### src/rtl/regop_pkg.sv
package regop_pkg;
  parameter int unsigned DW = 8;
  parameter int unsigned AW = 7;
  parameter int unsigned IW = 32;

  localparam int unsigned IMM_LSB  = 8;
  localparam int unsigned ADDR_LSB = 16;
  localparam int unsigned SEL_BIT  = 23;
  localparam int unsigned OP_LSB   = 24;
  localparam int unsigned CLS_LSB  = 27;
  localparam int unsigned CLS_W    = IW - CLS_LSB;

  localparam logic [CLS_W-1:0] CLS_ACC2REG = 5'b01101;
  localparam logic [CLS_W-1:0] CLS_REG2ACC = 5'b01110;
  localparam logic [CLS_W-1:0] CLS_REG2REG = 5'b01111;

  typedef enum logic [2:0] {
    OP_LOAD = 3'd0,
    OP_SHL  = 3'd1,
    OP_OR   = 3'd2,
    OP_XOR  = 3'd3,
    OP_AND  = 3'd4,
    OP_SHR  = 3'd5,
    OP_ADD  = 3'd6,
    OP_ADDC = 3'd7
  } alu_op_e;

  typedef enum logic [1:0] {
    RT_ACC2REG,
    RT_REG2ACC,
    RT_REG2REG,
    RT_NONE
  } route_e;

  typedef struct packed {
    logic            legal;
    route_e          route;
    alu_op_e         op;
    logic            use_acc;
    logic [AW-1:0]   addr;
    logic [DW-1:0]   imm;
  } dec_t;
endpackage

### src/rtl/regop_decode.sv
module regop_decode
  import regop_pkg::*;
(
  input  logic [IW-1:0] instr_i,
  output dec_t          dec_o
);
  logic [CLS_W-1:0] cls;
  logic [7:0]       unused_low;

  assign cls        = instr_i[IW-1:CLS_LSB];
  assign unused_low = instr_i[IMM_LSB-1:0];

  always_comb begin
    dec_o.legal   = 1'b1;
    dec_o.route   = RT_NONE;
    unique case (cls)
      CLS_ACC2REG: dec_o.route = RT_ACC2REG;
      CLS_REG2ACC: dec_o.route = RT_REG2ACC;
      CLS_REG2REG: dec_o.route = RT_REG2REG;
      default:     dec_o.legal = 1'b0;
    endcase
    dec_o.op      = alu_op_e'(instr_i[OP_LSB +: 3]);
    dec_o.use_acc = instr_i[SEL_BIT];
    dec_o.addr    = instr_i[ADDR_LSB +: AW];
    dec_o.imm     = instr_i[IMM_LSB +: DW];
  end
endmodule

### src/rtl/regop_alu.sv
module regop_alu
  import regop_pkg::*;
#(
  parameter int unsigned W = DW
) (
  input  alu_op_e      op_i,
  input  logic [W-1:0] a_i,
  input  logic [W-1:0] d_i,
  input  logic         c_i,
  output logic [W-1:0] res_o,
  output logic         c_o,
  output logic         c_upd_o
);
  logic         cin_add;
  logic [W:0]   sum;

  assign cin_add = (op_i == OP_ADDC) & c_i;
  assign sum     = {1'b0, a_i} + {1'b0, d_i} + {{W{1'b0}}, cin_add};

  always_comb begin
    res_o   = d_i;
    c_o     = c_i;
    c_upd_o = 1'b0;
    unique case (op_i)
      OP_LOAD: res_o = d_i;
      OP_OR:   res_o = a_i | d_i;
      OP_XOR:  res_o = a_i ^ d_i;
      OP_AND:  res_o = a_i & d_i;
      OP_SHL: begin
        res_o   = {a_i[W-2:0], c_i};
        c_o     = a_i[W-1];
        c_upd_o = 1'b1;
      end
      OP_SHR: begin
        res_o   = {c_i, a_i[W-1:1]};
        c_o     = a_i[0];
        c_upd_o = 1'b1;
      end
      OP_ADD, OP_ADDC: begin
        res_o   = sum[W-1:0];
        c_o     = sum[W];
        c_upd_o = 1'b1;
      end
      default: ;
    endcase
  end
endmodule

### src/rtl/regop_exec.sv
module regop_exec
  import regop_pkg::*;
(
  input  logic          clk_i,
  input  logic          rst_ni,
  input  logic          instr_valid_i,
  input  logic [31:0]   instr_i,
  output logic          instr_ready_o,
  output logic [6:0]    rf_raddr_o,
  input  logic [7:0]    rf_rdata_i,
  output logic          rf_we_o,
  output logic [6:0]    rf_waddr_o,
  output logic [7:0]    rf_wdata_o,
  output logic [7:0]    acc_o,
  output logic          carry_o,
  output logic          done_o,
  output logic          illegal_o
);
  dec_t          dec;
  logic          accept;
  logic [DW-1:0] a_opnd, d_opnd, res;
  logic          c_new, c_upd;

  logic          busy_q, we_q, ill_q, carry_q;
  logic [AW-1:0] waddr_q;
  logic [DW-1:0] wdata_q, acc_q;

  regop_decode u_dec (.instr_i(instr_i), .dec_o(dec));

  assign accept     = instr_valid_i & ~busy_q;
  assign rf_raddr_o = dec.addr;
  assign a_opnd     = (dec.route == RT_ACC2REG) ? acc_q : rf_rdata_i;
  assign d_opnd     = dec.use_acc ? acc_q : dec.imm;

  regop_alu #(.W(DW)) u_alu (
    .op_i   (dec.op),
    .a_i    (a_opnd),
    .d_i    (d_opnd),
    .c_i    (carry_q),
    .res_o  (res),
    .c_o    (c_new),
    .c_upd_o(c_upd)
  );

  always_ff @(posedge clk_i or negedge rst_ni) begin
    if (!rst_ni) begin
      busy_q  <= 1'b0;
      we_q    <= 1'b0;
      ill_q   <= 1'b0;
      waddr_q <= '0;
      wdata_q <= '0;
      acc_q   <= '0;
      carry_q <= 1'b0;
    end else begin
      busy_q <= accept;
      ill_q  <= accept & ~dec.legal;
      we_q   <= accept & dec.legal & (dec.route != RT_REG2ACC);
      if (accept) begin
        waddr_q <= dec.addr;
        wdata_q <= res;
      end
      if (accept && dec.legal) begin
        if (dec.route == RT_REG2ACC) acc_q <= res;
        if (c_upd) carry_q <= c_new;
      end
    end
  end

  assign instr_ready_o = ~busy_q;
  assign done_o        = busy_q;
  assign illegal_o     = ill_q;
  assign rf_we_o       = we_q;
  assign rf_waddr_o    = waddr_q;
  assign rf_wdata_o    = wdata_q;
  assign acc_o         = acc_q;
  assign carry_o       = carry_q;
endmodule

### config.mk
export PLATFORM = sky130hd
export DESIGN_NAME = regop_exec
export DESIGN_NICKNAME = d
export VERILOG_FILES = /design/src/rtl/regop_pkg.sv /design/src/rtl/regop_decode.sv /design/src/rtl/regop_alu.sv /design/src/rtl/regop_exec.sv
export SDC_FILE = /design/constraint.sdc
export NUM_CORES = 1
export LEC_CHECK = 0
export BUFFER_PORTS_ARGS = -buffer_cell sky130_fd_sc_hd__buf_2
export CAP_MARGIN = 10
export CORE_ASPECT_RATIO = 0.9
export CORE_MARGIN = 4
export CORE_UTILIZATION = 35
export DETAILED_ROUTE_END_ITERATION = 8
export PLACE_DENSITY = 0.58
export SYNTH_ARGS = -nofsm -noshare
export SYNTH_HDL_FRONTEND = slang
export SYNTH_SLANG_ARGS = --single-unit
### constraint.sdc
create_clock -name clk_i -period 2.4 [get_ports clk_i]
set_input_delay 0.72 -clock clk_i [delete_from_list [all_inputs] [get_ports clk_i]]
set_output_delay 0.72 -clock clk_i [all_outputs]
set_load 0.05 [all_outputs]
; ---- Word-level counts from Yosys, hierarchy flattened
; Cells that the tools add are included.
[word_totals]
reg_bits = 27
[op_classes]
addsub = 2
eq_ne = 12
muxes = 7
bitwise_logic = 10
n_reduce_logical = 9
[op_table]
columns = operator, n
row1 = $pmux 8 s7, 1
row2 = $mux 8, 2
row3 = $eq 5x4->1 const B, 3
row4 = $eq 3x3->1 const B, 4
row5 = $add 8x8->9, 1
row6 = $add 9x1->9, 1
row7 = $and 8x8->8, 1
row8 = $or 8x8->8, 1
row9 = $xor 8x8->8, 1
row10 = $eq 3x2->1 const B, 2
row11 = $pmux 2 s3, 1
row12 = $and 1x1->1, 5
row13 = $reduce_or 4->1, 1
row14 = $eq 3x1->1 const B, 1
row15 = $logic_not 3->1, 1
row16 = $pmux 1 s3, 1
row17 = $reduce_and 3->1, 1
row18 = $reduce_bool 3->1, 1
row19 = $reduce_or 3->1, 1
row20 = $eq 2x1->1 const B, 1
row21 = $logic_not 2->1, 1
row22 = $mux 1, 2
row23 = $ne 2x1->1 const B, 1
row24 = $not 1->1, 2
row25 = 3 further kinds, 3

; ---- Depth between registers and ports, before layout
; Gate-level depths: netlist (run 1).
[depth]
depth_word = 7
ltp_mapped = 12
depth_no_buf = 11

; ---- Cells and area by module
; Synthesis (run 1) repeated with hierarchy kept, for this count alone.
[unflattened]
cells_unflattened = 261
area_unflattened_um2 = 2488.6
[by_module_without_submodules]
columns = module, n_inst, cells_each, area_each_um2, seq_area_each_um2
row1 = regop_exec, 1, 79, 1218.7, 675.6
row2 = regop_alu, 1, 158, 1093.5, 0.0
row3 = regop_decode, 1, 24, 176.4, 0.0

; ---- Worst setup path after synthesis (run 1)
; OpenSTA, ideal clock, no wires.
[synth_timing]
kind = input to register
startpoint = input instr_i[31]
endpoint = register wdata_q[6], in the netlist rf_wdata_o[6]
arrival_ps = 3165
path_slack_ps = -902
path_stages = 11
n_path_buf = 0
path_cell_list = nand3b_4 -> nor2_4 -> mux2i_1 -> fa_1 -> inv_1 -> fa_1 -> a211oi_2 -> o21ai_1 -> a211o_1 -> a311oi_2 -> a21oi_1
[synth_via]
elab_chain_cells = 7
word_cells_on_any_way = 12
cone_classes = add/sub (2) / eq/ne (3) / mux (3) / bitwise (3) / reduce/logical (1)
[synth_lines]
columns = item, line_no
row1 = "start, declared", regop_exec.sv:7  ; input logic [31:0] instr_i,
row2 = $eq 5x4->1, regop_decode.sv:16  ; unique case (cls)
row3 = $pmux 2 s3 *, regop_decode.sv:16
row4 = $logic_not 2->1 *, regop_exec.sv:32  ; assign a_opnd = (dec.route == RT_ACC2REG) ? acc_q : rf_rdata_i;
row5 = $mux 8 *, regop_exec.sv:32
row6 = $add 8x8->9, regop_alu.sv:18  ; assign sum = {1'b0, a_i} + {1'b0, d_i} + {{W{1'b0}}, cin_add};
row7 = $add 9x1->9, regop_alu.sv:18
row8 = $pmux 8 s7 *, regop_alu.sv:24  ; unique case (op_i)
row9 = "end signal, assigned", regop_exec.sv:60  ; wdata_q <= res;
row10 = "end, declared", regop_exec.sv:26  ; logic [DW-1:0] wdata_q, acc_q;
; Mark *: on every way between the ends. The rest lies on a longest branch, timed or not.
; A chain may end at the register's enable or synchronous reset.

; ---- Final worst setup path (run 1)
[layout_timing]
startpoint = input instr_i[28]
endpoint = register wdata_q[4], in the netlist rf_wdata_o[4]
; The elaborated chain is that of the path after synthesis.

==> results of run 1 <==
per-stage QoR:
stage | setup TNS (ns) | instances
after floorplan | -7.07 | 323
after global placement | -11.66 | 527
after detailed placement | -12.16 | 527
after CTS | -6.36 | 537
after global routing | -7.77 | 541
final | -6.26 | 541
power groups by stage:
stage                     clock, mW  sequential (mW)  combinational [mW]
final                         0.259            0.588                1.21
after global routing          0.281            0.598                1.30
after CTS                     0.264            0.587                1.16
after detailed placement          0            0.595                1.11
after global placement            0            0.594                1.10
after floorplan                   0            0.859               0.455
placed cells by master (no fill, tap or decap), types with 5 or more instances in the layout:
cell type and n:
sky130_fd_sc_hd__mux2i_1 5, sky130_fd_sc_hd__mux2_4 5, sky130_fd_sc_hd__buf_2 67, sky130_fd_sc_hd__nand2b_1 11, sky130_fd_sc_hd__ha_1 12, sky130_fd_sc_hd__o21ai_2 6, sky130_fd_sc_hd__dfrtp_1 27, sky130_fd_sc_hd__nor2_1 20
sky130_fd_sc_hd__buf_4 74, sky130_fd_sc_hd__nand3_1 6, sky130_fd_sc_hd__a21oi_1 17, sky130_fd_sc_hd__o21ai_1 7, sky130_fd_sc_hd__nor3_1 7, sky130_fd_sc_hd__o21ai_0 11, sky130_fd_sc_hd__inv_1 21, sky130_fd_sc_hd__mux2_2 6
sky130_fd_sc_hd__nand2_1 49
logic make-up (layout without fill, tap and decap cells):
family                   count (synthesis)  after routing  share of synthesized area
adder cells (fa/ha/maj)                 18             18                     0.0923
buffers and inverters                   50            175                     0.0942
AND/OR/NAND/NOR                        124            124                      0.251
XOR/XNOR                                 2              2                    0.00673
flip-flops                              27             27                      0.259
multiplexers                            18             18                     0.0793
AO/OA/AOI/OAI                           84             84                      0.217
layer usage:
metal  global-route usage  wire (µm)
met2                0.305       4020
met1                0.281       4190
met3               0.0341        543
met4               0.0228         52
met5                    0          0
state kept, by name, indices dropped and copies added, names as in the netlist:
name	cells
acc_o	8
carry_o	1
done_o	1
illegal_o	1
rf_waddr_o	7
rf_wdata_o	8
rf_we_o	1
timing repair:
item	CTS	global route
pin swaps	19	17
buffers inserted	7	5
resized for setup	22	23
endpoints found under the setup margin	15	17
gates cloned	0	0
path summary, 6_finish.rpt:
kind                       slack [ns]  cells after the start                   endpoint                      start
max reg2reg                     -0.14                     11  rf_wdata_o[4]$_DFFE_PN0P_       acc_o[0]$_DFFE_PN0P_
max                             -0.57                     13  rf_wdata_o[4]$_DFFE_PN0P_                instr_i[28]
min in group clk_i               0.48                      2  rf_waddr_o[1]$_DFFE_PN0P_  rf_waddr_o[1]$_DFFE_PN0P_
max in group asynchronous        1.54                      1  rf_wdata_o[4]$_DFFE_PN0P_                     rst_ni
min reg2reg                      0.48                      2  rf_waddr_o[1]$_DFFE_PN0P_  rf_waddr_o[1]$_DFFE_PN0P_
min                              0.45                      1  rf_waddr_o[5]$_DFFE_PN0P_                     rst_ni
cell type report:
class | count | share of cell area
repair buffers | 146 | 0.253
clock buffers | 4 | 0.0120
inverters | 25 | 0.0256
well taps | 93 | 0.0309
multi-input cells | 246 | 0.499
flip-flops and latches | 27 | 0.180
critical path, delay by kind of cell:
family | cells | cell delay [ns]
adder cells (fa/ha/maj) | 2 | 0.61
AO/OA/AOI/OAI | 3 | 0.76
buffers and inverters | 3 | 0.30
AND/OR/NAND/NOR | 3 | 0.35
multiplexers | 2 | 0.45
==> results.md, run 1 <==
- The run finished, with violations left.
- The final reports fail on negative setup slack.
- The max-slew violation count is 0.
- The fraction of registers with async set or reset after synthesis is 1.00.
- Summed over all cells, the static leakage comes to 1.89 nW.
- The pre-CTS worst setup slack is -0.921 ns.
- The kind of path behind the tightest hold check is in2async.
- The flip-flop cell with the highest count after synthesis is sky130_fd_sc_hd__dfrtp_1.
- The average detailed-routed wire length per instance is 16.3 µm.
- By area the synthesized netlist is led by sky130_fd_sc_hd__dfrtp_1 26%, sky130_fd_sc_hd__ha_1 7.7%, sky130_fd_sc_hd__nand2_1 7.1%.
- Global routing finished with a remaining overflow of 0.
- The CTS tree is yes.
- Max-cap violations in this run came to 0.
- In the routed design, unresolved DRC markers number 0.
- The floorplan step defined a core boundary enclosing 0.00715 mm².
- Pin placement for this block handled 78 I/O pins.
- The critical path in this run is classified as in2reg.
- The fraction of power consumed by sequential logic is 0.286.
- The critical path data arrival time is 3.18 ns.
- The largest stage delay on the critical path is 0.37 ns.
- The number of nets with antenna violations after detailed routing is 0.
- The first detailed-routing pass ran for 4 iterations.
- The cell type of the slowest stage on the worst timing path is sky130_fd_sc_hd__fa_2.
- The largest fanout on the critical path is 3.
- The area share of the largest cell type after synthesis is 0.259.
- The CTS H-tree depth is 1.
- The post-synthesis to final-layout area growth is 44.5%.
- The worst pin sits at a relative slew slack of 0.585.
- Of the total power, the clock network draws 0.126.
- Counting distinct cell types in the post-synthesis netlist gives 66.
- The sequential standard cell area is 676 µm².
- The instance count of the mapped netlist is 323.
- The number of setup violations in the final report is 17.
- The die covers 0.00889 mm².
- The total inserted antenna cells is 0.
- The synthesized design contains 27 register bits.
- For this run, the total global-route usage over all layers was measured as 0.193.
- Of the available clock period, the critical path in the final layout requires 1.24.
- The routed via count divided by cell count is 5.21.
- The via total after detailed routing is 2820.
- Synthesis produced a netlist with a net count of 384.
- STA classifies the critical path startpoint as an input pin.
- The routed design could run at a clock period as short as 2.97 ns.
- The maximum number of pins on one net before global-route repair is 45.
- The number of enable-type register cells in the synthesized netlist is 0.
- For the worst setup path, the data required time is 2.62 ns.
- Setup repair after global routing could not meet its margin everywhere.
- The placed instances occupy a cell area of 0.00346 mm².
- In this run the cell area of the synthesized design comes to 0.00260 mm².
- The initial antenna violation count was 0.
- The analysis attributes to net switching a power of 0.941 mW.
- The worst hold slack across all endpoints is 0.450 ns.
- The most prevalent standard cell on the critical path is sky130_fd_sc_hd__fa_2.
- For this block, the initial DRC count from the detailed router was 143.
- The via count of the first global-routing pass is 2668.
- Once routing completed, OpenROAD measured the worst setup slack at -0.567 ns.
- The fmax is 0.337 GHz.
- The final-report hold violation count is 0.
- The net count of the finished layout is 510.
- Of the cells placed in the final design, the portion with a size suffix greater than 1 is 0.462.
- The footprint of the multi-input gates is 0.00188 mm².
- The slew at the pin closest to its max-slew limit is 0.623 ns.
- The power share of the combinational group is 0.588.
- The worst setup path is captured at a flop.
- The floorplan step set the die height to 89.8 µm.
- Counting the fill cells in the layout gives 705.
- Total power for the finished layout comes to 2.06 mW.
- The floorplan row count is 29.
- The average footprint of a synthesized cell is 8.06 µm².
- For this run, the register share of the synthesized area comes to 0.259.
- The summed area of non-filler cells in the final layout is 0.00376 mm².
- Clock tree synthesis found a total of 27 sinks.
- The global-route wire length before repair is 14100 µm.
- The cts-stage hold buffer count is 0.
- The clock skew after layout is 0.00394 ns.
- VDD sags by at most 0.354 mV.
- The total number of yosys warnings is 0.
- Wires add up to 8800 µm.
- Of the total power, the share spent switching nets is 0.458.
- The starting density of the core is 0.364.
- Traced cell by cell, the critical path runs through buf_8 > nand2b_4 > nor2_4 > mux2i_4 > fa_2 > inv_2 > fa_2 > a211oi_4 > buf_4 > nor2_1 > o31a_1 > a32oi_2 > mux2_4.
- The buffer type at the clock tree root is sky130_fd_sc_hd__clkbuf_8.
- The fraction of the core area covered by cells at the end of the flow is 0.527.
- After legalization and detailed placement, the total HPWL measured 6920 µm.
- The maximum clock path buffer count is 2.
- The die outline width is 98.9 µm.
- The clock latency of the later-clocked register in the worst-skew pair is 0.27 ns.
- The most area-hungry cell type in the Yosys netlist is sky130_fd_sc_hd__dfrtp_1.
- In the post-synthesis netlist, the cell with the most instances is sky130_fd_sc_hd__nand2_1.
- Internal power comes to 1.11 mW.
- The congestion estimate from routability-driven global placement came to 0.848.
- The commonest cells after synthesis are 49 x sky130_fd_sc_hd__nand2_1, 27 x sky130_fd_sc_hd__dfrtp_1, 25 x sky130_fd_sc_hd__inv_1.
- The clock-pin slew on the worst setup and hold paths is 0.09 ns.
- The power per cell area is 546 mW/mm².
- The TritonCTS buffer count is 3.
- During placement, the flow inserted port buffers numbering 69.
No activity file was read; power rests on OpenSTA's default activity.
==> run 2: changes to the inputs <==
==> constraint.sdc (replaced) <==
create_clock -name clk_i -period 2.4 [get_ports clk_i]
set_input_delay 0.24 -clock clk_i [delete_from_list [all_inputs] [get_ports clk_i]]
set_output_delay 0.24 -clock clk_i [all_outputs]
set_load 0.05 [all_outputs]
==> results.md, run 2 (same netlist as run 1, synthesis figures left out) <==
- The initial antenna violation count was 0 (unchanged).
- The detailed-router iteration count before antenna repair is 5 (+1).
- The post-detailed-placement half-perimeter wirelength came to 6930 µm (+0.18%).
- The total inserted antenna cells came to 0 (unchanged).
- The share of final-layout standard cells stronger than drive strength 1 is 0.418 (-0.0444).
- The floorplan row count is 29 (unchanged).
- The final-report hold violation count was 0 (unchanged).
- The floorplan die area came to 0.00889 mm² (unchanged).
- Setup repair after global routing could not meet its margin everywhere.
- The pre-CTS worst setup slack came to -0.401 ns (+0.520 ns).
- The worst max-slew margin expressed relative to the limit is 0.584 (-0.000912).
- The tree is rooted in a sky130_fd_sc_hd__clkbuf_8.
- The critical path in this run is classified as reg2reg.
- The global placement routability congestion is 0.901 (+6.2%).
- The slew at the pin closest to its max-slew limit is 0.624 ns (+0.00137 ns).
- The number of inserted filler cells in the final layout is 709 (+0.57%).
- The accumulated negative setup slack is -0.640 ns (+5.62 ns).
- The footprint of the multi-input gates is 0.00182 mm² (-3.0%).
- The number of violations reported at the end of detailed-routing iteration 0 is 200 (+40%).
- The critical path capture point type is a flop.
- The clock latency of the later-clocked register in the worst-skew pair is 0.28 ns (about the same).
- The max capacitance violation total is 0 (unchanged).
- The number of buffers inserted by port buffering came to 69 (unchanged).
- The maximum clock path buffer count is 2 (unchanged).
- The fraction of the core area covered by cells at the end of the flow came to 0.499 (-0.0278).
- The routed via count divided by cell count is 5.37 (+3.0%).
- The fmax is 0.394 GHz (+17%).
- The overall global routing resource usage came to 0.191 (-0.00125).
- The number of sinks handled by clock tree synthesis is 27 (unchanged).
- The max-slew violation count is 0 (unchanged).
- The TritonCTS buffer count came to 3 (unchanged).
- The sequential standard cell area was 679 µm² (+0.56%).
- The CTS H-tree depth is 1 (unchanged).
- The library cells used most frequently in the layout, excluding fill and tap cells, are 69 x sky130_fd_sc_hd__buf_2, 57 x sky130_fd_sc_hd__buf_4, 49 x sky130_fd_sc_hd__nand2_1.
- The height of the chip is 89.8 µm (unchanged).
- The number of ports placed on the die boundary is 78 (unchanged).
- The path class of the tightest hold or removal check is in2reg.
- The floorplan core area is 0.00715 mm² (unchanged).
- The critical path data arrival time came to 2.71 ns (-0.47 ns).
- The global-route wire length before repair was 14000 µm (-0.79%).
- The total power of the final layout is 2.00 mW (-2.5%).
- The final reports fail on negative setup slack.
- The flow ran to the end, but the final reports show violations.
- The leakage power total was 1.78 nW (-5.9%).
- The clock skew after layout was 0.00780 ns (+0.00386 ns).
- The maximum number of pins on one net before global-route repair is 45 (unchanged).
- The average detailed-routed wire length per instance is 16.7 µm (+2.6%).
- The final period utilization was 1.06 (-0.179).
- The worst setup path is launched from a flop.
- The power per cell area is 562 mW/mm² (+3.0%).
- The data required time of the critical path was 2.57 ns (-0.05 ns).
- The die outline width was 98.9 µm (unchanged).
- The via count of the first global-routing pass came to 2599 (-2.6%).
- The worst hold slack across all endpoints is 0.159 ns (-0.291 ns).
- The hold path depth is 3.
- The post-route DRC violation count is 0 (unchanged).
- TritonCTS built the clock tree.
- The via total after detailed routing is 2814 (-0.21%).
- The final critical-path setup slack is -0.136 ns (+0.430 ns).
- The clock-pin slew on the worst setup and hold paths is 0.10 ns (about the same).
- The number of nets with antenna violations after detailed routing was 0 (unchanged).
- The post-detailed-routing wire length was 8750 µm (-0.60%).
- The worst voltage drop across the vdd grid is 0.356 mV (+0.50%).
- The global-route congestion overflow total is 0 (unchanged).
- The most frequent standard cell in the layout excluding fill and tap cells is sky130_fd_sc_hd__buf_2.
- The total number of nets in the final design is 493 (-3.3%).
- The shortest period the worst path allows is 2.54 ns (-0.430 ns).
- The number of setup violations in the final report is 6 (-11).
- The starting density of the core is 0.364 (unchanged).
- The post-synthesis to final-layout area growth is 36.9%.
- The largest fanout on the critical path came to 5 (+2).
- The cell depth of the worst flop-to-flop path is 10 (-1).
-- run 2: changes by cell type in the layout (fill, tap and decap cells not counted), sizes merged --
| cell | delta |
|---|---|
| clkbuf | -1 |
| dlygate4sd3 | +1 |
| buf | -18 |
| clkinv | +1 |
-- run 2: area by class of cell --
type | count | share of cell area
timing repair buffer | 129 | 0.226
clock buffer | 3 | 0.0116
multi-input combinational | 246 | 0.511
clock inverter | 1 | 0.00140
tap | 93 | 0.0326
inverter | 25 | 0.0263
sequential | 27 | 0.191
-- run 2: report_power, final --
part	switching, mW	internal [mW]	total, mW
Combinational	0.714	0.426	1.14
Clock	0.151	0.117	0.267
Sequential	0.0668	0.531	0.598
Total	0.931	1.07	2.00
-- run 2: worst max-delay path: stages, from the launching register on --
cell and delay, ns:
sky130_fd_sc_hd__dfrtp_2 0.48, sky130_fd_sc_hd__mux2i_4 0.19, sky130_fd_sc_hd__fa_2 0.25, sky130_fd_sc_hd__inv_2 0.04
sky130_fd_sc_hd__fa_2 0.39, sky130_fd_sc_hd__a211oi_4 0.27, sky130_fd_sc_hd__buf_4 0.16, sky130_fd_sc_hd__o21ba_4 0.11
sky130_fd_sc_hd__o31a_1 0.14, sky130_fd_sc_hd__a32oi_2 0.12, sky130_fd_sc_hd__mux2_4 0.29
-- run 2: path summary, 6_finish.rpt --
path	start	to	slack, ns
max	acc_o[0]$_DFFE_PN0P_	rf_wdata_o[4]$_DFFE_PN0P_	-0.14
min	instr_i[18]	rf_waddr_o[2]$_DFFE_PN0P_	0.16
max reg2reg	acc_o[0]$_DFFE_PN0P_	rf_wdata_o[4]$_DFFE_PN0P_	-0.14
min reg2reg	rf_wdata_o[1]$_DFFE_PN0P_	rf_wdata_o[1]$_DFFE_PN0P_	0.48
max in group asynchronous	rst_ni	acc_o[0]$_DFFE_PN0P_	1.45
min in group asynchronous	rst_ni	rf_waddr_o[2]$_DFFE_PN0P_	0.50
-- run 2: layer usage --
layer | routed length (µm) | vias to the layer above | track usage
met5 | 0 | - | 0
met4 | 78 | 0 | 0.0330
met3 | 707 | 6 | 0.0248
met2 | 3960 | 111 | 0.297
met1 | 4000 | 1354 | 0.286
li1 | - | 1343 | -
-- run 2: repair_timing --
| item | CTS | global route |
|---|---|---|
| buffers inserted | 2 | 1 |
| resized for setup | 5 | 23 |
| setup endpoints to repair | 9 | 14 |
| pin swaps | 7 | 6 |
| hold buffers | 1 | 0 |
| endpoints found under the hold margin | 27 | 0 |
-- run 2: stage by stage --
stage	cell area [µm²]	cells
2_1_floorplan	2650	323
3_3_place_gp	3370	516
3_5_place_dp	3370	516
4_1_cts	3470	523
5_1_grt	3560	524
6_report	3560	524
==> run 3: changes to the inputs <==
--- a/config.mk
+++ b/config.mk
@@ -10,6 +10,7 @@
 export CORE_ASPECT_RATIO = 0.9
 export CORE_MARGIN = 4
 export CORE_UTILIZATION = 35
+export CTS_BUF_LIST = sky130_fd_sc_hd__clkbuf_2
 export DETAILED_ROUTE_END_ITERATION = 8
 export PLACE_DENSITY = 0.58
 export SYNTH_ARGS = -nofsm -noshare
==> results.md, run 3 (same netlist as run 1, synthesis figures left out) <==
- The number of setup violations in the final report came to 6 (unchanged).
- The largest fanout on the critical path is 5 (unchanged).
- The via total after detailed routing is 2790 (-0.85%).
- The worst voltage drop across the vdd grid is 0.342 mV (-3.8%).
- The summed area of non-filler cells in the final layout is 0.00352 mm² (-1.1%).
- The average detailed-routed wire length per instance came to 16.5 µm (-1.1%).
- The worst setup path is captured at a flop.
- The post-detailed-routing wire length is 8700 µm (-0.53%).
- The total inserted antenna cells is 0 (unchanged).
- The height of the chip is 89.8 µm (unchanged).
- The shortest period the worst path allows is 2.55 ns (+0.0129 ns).
- The clock-pin slew on the worst setup and hold paths is 0.28 ns (+0.18 ns).
- The number of violations reported at the end of detailed-routing iteration 0 is 169 (-16%).
- The number of buffers inserted by port buffering is 69 (unchanged).
- The TritonCTS buffer count is 3 (unchanged).
- Leaving out fill and tap cells, the most frequent cell in the layout is sky130_fd_sc_hd__buf_2.
- Compared with the post-synthesis result, the final layout area differs by 35.4%.
- In this run the worst hold path is classified as in2reg.
- The root buffer cell chosen for the clock tree is sky130_fd_sc_hd__clkbuf_2.
- Setup repair after global routing could not meet its margin everywhere.
- The max capacitance violation total is 0 (unchanged).
- The worst setup path is of the reg2reg kind.
- The floorplan row count was 29 (unchanged).
- The total cell area at the placement stage is 0.00337 mm² (unchanged).
- The via count of the first global-routing pass is 2609 (+0.38%).
- The number of sinks handled by clock tree synthesis is 27 (unchanged).
- The slew at the pin closest to its max-slew limit is 0.622 ns (-0.00222 ns).
- The number of ports placed on the die boundary is 78 (unchanged).
- The clock skew after layout came to 0.0223 ns (+0.0145 ns).
- The number of nets with antenna violations after detailed routing was 0 (unchanged).
- Walking the worst path, the cells encountered are mux2i_4 > fa_2 > inv_2 > fa_2 > a211oi_4 > buf_4 > o21ba_2 > o31a_1 > a32oi_2 > mux2_4.
- The pre-CTS worst setup slack is -0.401 ns (unchanged).
- The fmax was 0.392 GHz (-0.51%).
- The number of inserted filler cells in the final layout is 714 (+0.71%).
- The starting density of the core was 0.364 (unchanged).
- The post-route DRC violation count is 0 (unchanged).
- The global-route wire length before repair was 14000 µm (+0.10%).
- Leaving out fill and tap cells, the most frequent cells in the layout are 69 x sky130_fd_sc_hd__buf_2, 57 x sky130_fd_sc_hd__buf_4, 49 x sky130_fd_sc_hd__nand2_1.
- The critical path data arrival time is 2.86 ns (+0.15 ns).
- The most prevalent standard cell on the critical path is sky130_fd_sc_hd__fa_2.
- The data required time of the critical path is 2.71 ns (+0.14 ns).
- The die outline width was 98.9 µm (unchanged).
- The final period utilization is 1.06 (+0.00539).
- The flow ran to the end, but the final reports show violations.
- The floorplan die area was 0.00889 mm² (unchanged).
- The maximum clock path buffer count is 2 (unchanged).
- TritonCTS built the clock tree.
- The final-report hold violation count is 0 (unchanged).
- The detailed-router iteration count before antenna repair was 5 (unchanged).
- The final reports fail on negative setup slack.
- The total number of nets in the final design is 496 (+0.61%).
- The worst max-slew margin expressed relative to the limit is 0.586 (+0.00148).
- The worst setup path is launched from a flop.
- The floorplan core area is 0.00715 mm² (unchanged).
- The global placement routability congestion came to 0.901 (unchanged).
- The share of final-layout standard cells stronger than drive strength 1 is 0.408 (-0.00980).
- The routed via count divided by cell count is 5.29 (-1.4%).
- The maximum number of pins on one net before global-route repair came to 45 (unchanged).
- The initial antenna violation count is 0 (unchanged).
- The post-detailed-placement half-perimeter wirelength came to 6930 µm (unchanged).
- The CTS H-tree depth is 1 (unchanged).
- The power per cell area was 539 mW/mm² (-4.2%).
- The slowest stage of the critical path belongs to the cell sky130_fd_sc_hd__dfrtp_2.
- The final critical-path setup slack is -0.149 ns (-0.0129 ns).
- The global-route congestion overflow total is 0 (unchanged).
- The largest stage delay on the critical path is 0.53 ns (+0.05 ns).
- The clock latency of the later-clocked register in the worst-skew pair is 0.37 ns (+0.09 ns).
- The max-slew violation count is 0 (unchanged).
- The leakage power total is 1.77 nW (-0.49%).
- The overall global routing resource usage is 0.191 (unchanged).
[run 3: changes by cell type in the layout (fill, tap and decap cells not counted), sizes merged]
cell / change
buf: -1
dlygate4sd3: +4
[run 3: area by class of cell]
cell class	count	area (µm²)	area share
tap	93	116	0.0330
sequential	27	679	0.193
inverter	25	93.8	0.0266
clock buffer	3	15.0	0.00426
multi-input combinational	246	1780	0.505
timing repair buffer	132	835	0.237
clock inverter	1	5.00	0.00142
[run 3: worst max-delay path: cells and delay by family (launching register included)]
family	cells	cell delay, ns
muxes	2	0.48
AOI/OAI and AO/OA	4	0.66
DFF	1	0.53
buffers and inverters	2	0.20
adders and majority gates	2	0.64
[run 3: final timing paths]
kind / endpoint / cells after the start / slack, ns / from
min in group asynchronous: rf_waddr_o[2]$_DFFE_PN0P_ / 2 / 0.36 / rst_ni
worst max-delay path: rf_wdata_o[4]$_DFFE_PN0P_ / 10 / -0.15 / acc_o[0]$_DFFE_PN0P_
worst min register to register: rf_wdata_o[1]$_DFFE_PN0P_ / 2 / 0.50 / rf_wdata_o[1]$_DFFE_PN0P_
max in group asynchronous: acc_o[0]$_DFFE_PN0P_ / 2 / 1.59 / rst_ni
worst min-delay path: rf_waddr_o[4]$_DFFE_PN0P_ / 3 / 0.06 / instr_i[20]
worst max register to register: rf_wdata_o[4]$_DFFE_PN0P_ / 10 / -0.15 / acc_o[0]$_DFFE_PN0P_
[run 3: power by group]
| part | internal [mW] | total, mW | switching, mW | leakage, nW |
|---|---|---|---|---|
| Combinational | 0.415 | 1.12 | 0.707 | 1.42 |
| Sequential | 0.531 | 0.599 | 0.0675 | 0.336 |
| Clock | 0.0378 | 0.179 | 0.142 | 0.0164 |
| Total | 0.984 | 1.90 | 0.916 | 1.77 |
[run 3: metal layers]
| layer | track usage | wire, µm |
|---|---|---|
| met5 | 0 | 0 |
| met4 | 0.0330 | 130 |
| met3 | 0.0271 | 648 |
| met2 | 0.296 | 3900 |
| met1 | 0.285 | 4020 |
[run 3: repair_timing]
action                                 in CTS  in global routing
gates resized for setup                     7                 10
hold buffers                                1                  4
setup endpoints to repair                   7                 13
pin swaps                                   5                  1
endpoints found under the hold margin      27                  4
setup buffers                               2                  0
[run 3: per-stage QoR]
stage | setup TNS [ns] | std cells | hold WS (ns) | utilization | power [mW]
floorplan | -0.839 | 323 | -0.0556 | - | 1.30
global placement | -3.44 | 516 | 0.288 | 0.471 | 1.66
detailed placement | -3.92 | 516 | 0.297 | 0.471 | 1.68
global route | -1.12 | 527 | 0.0417 | 0.493 | 2.02
finish | -0.706 | 527 | 0.0637 | 0.493 | 1.90
CTS | -0.618 | 523 | 0.0222 | 0.481 | 1.88
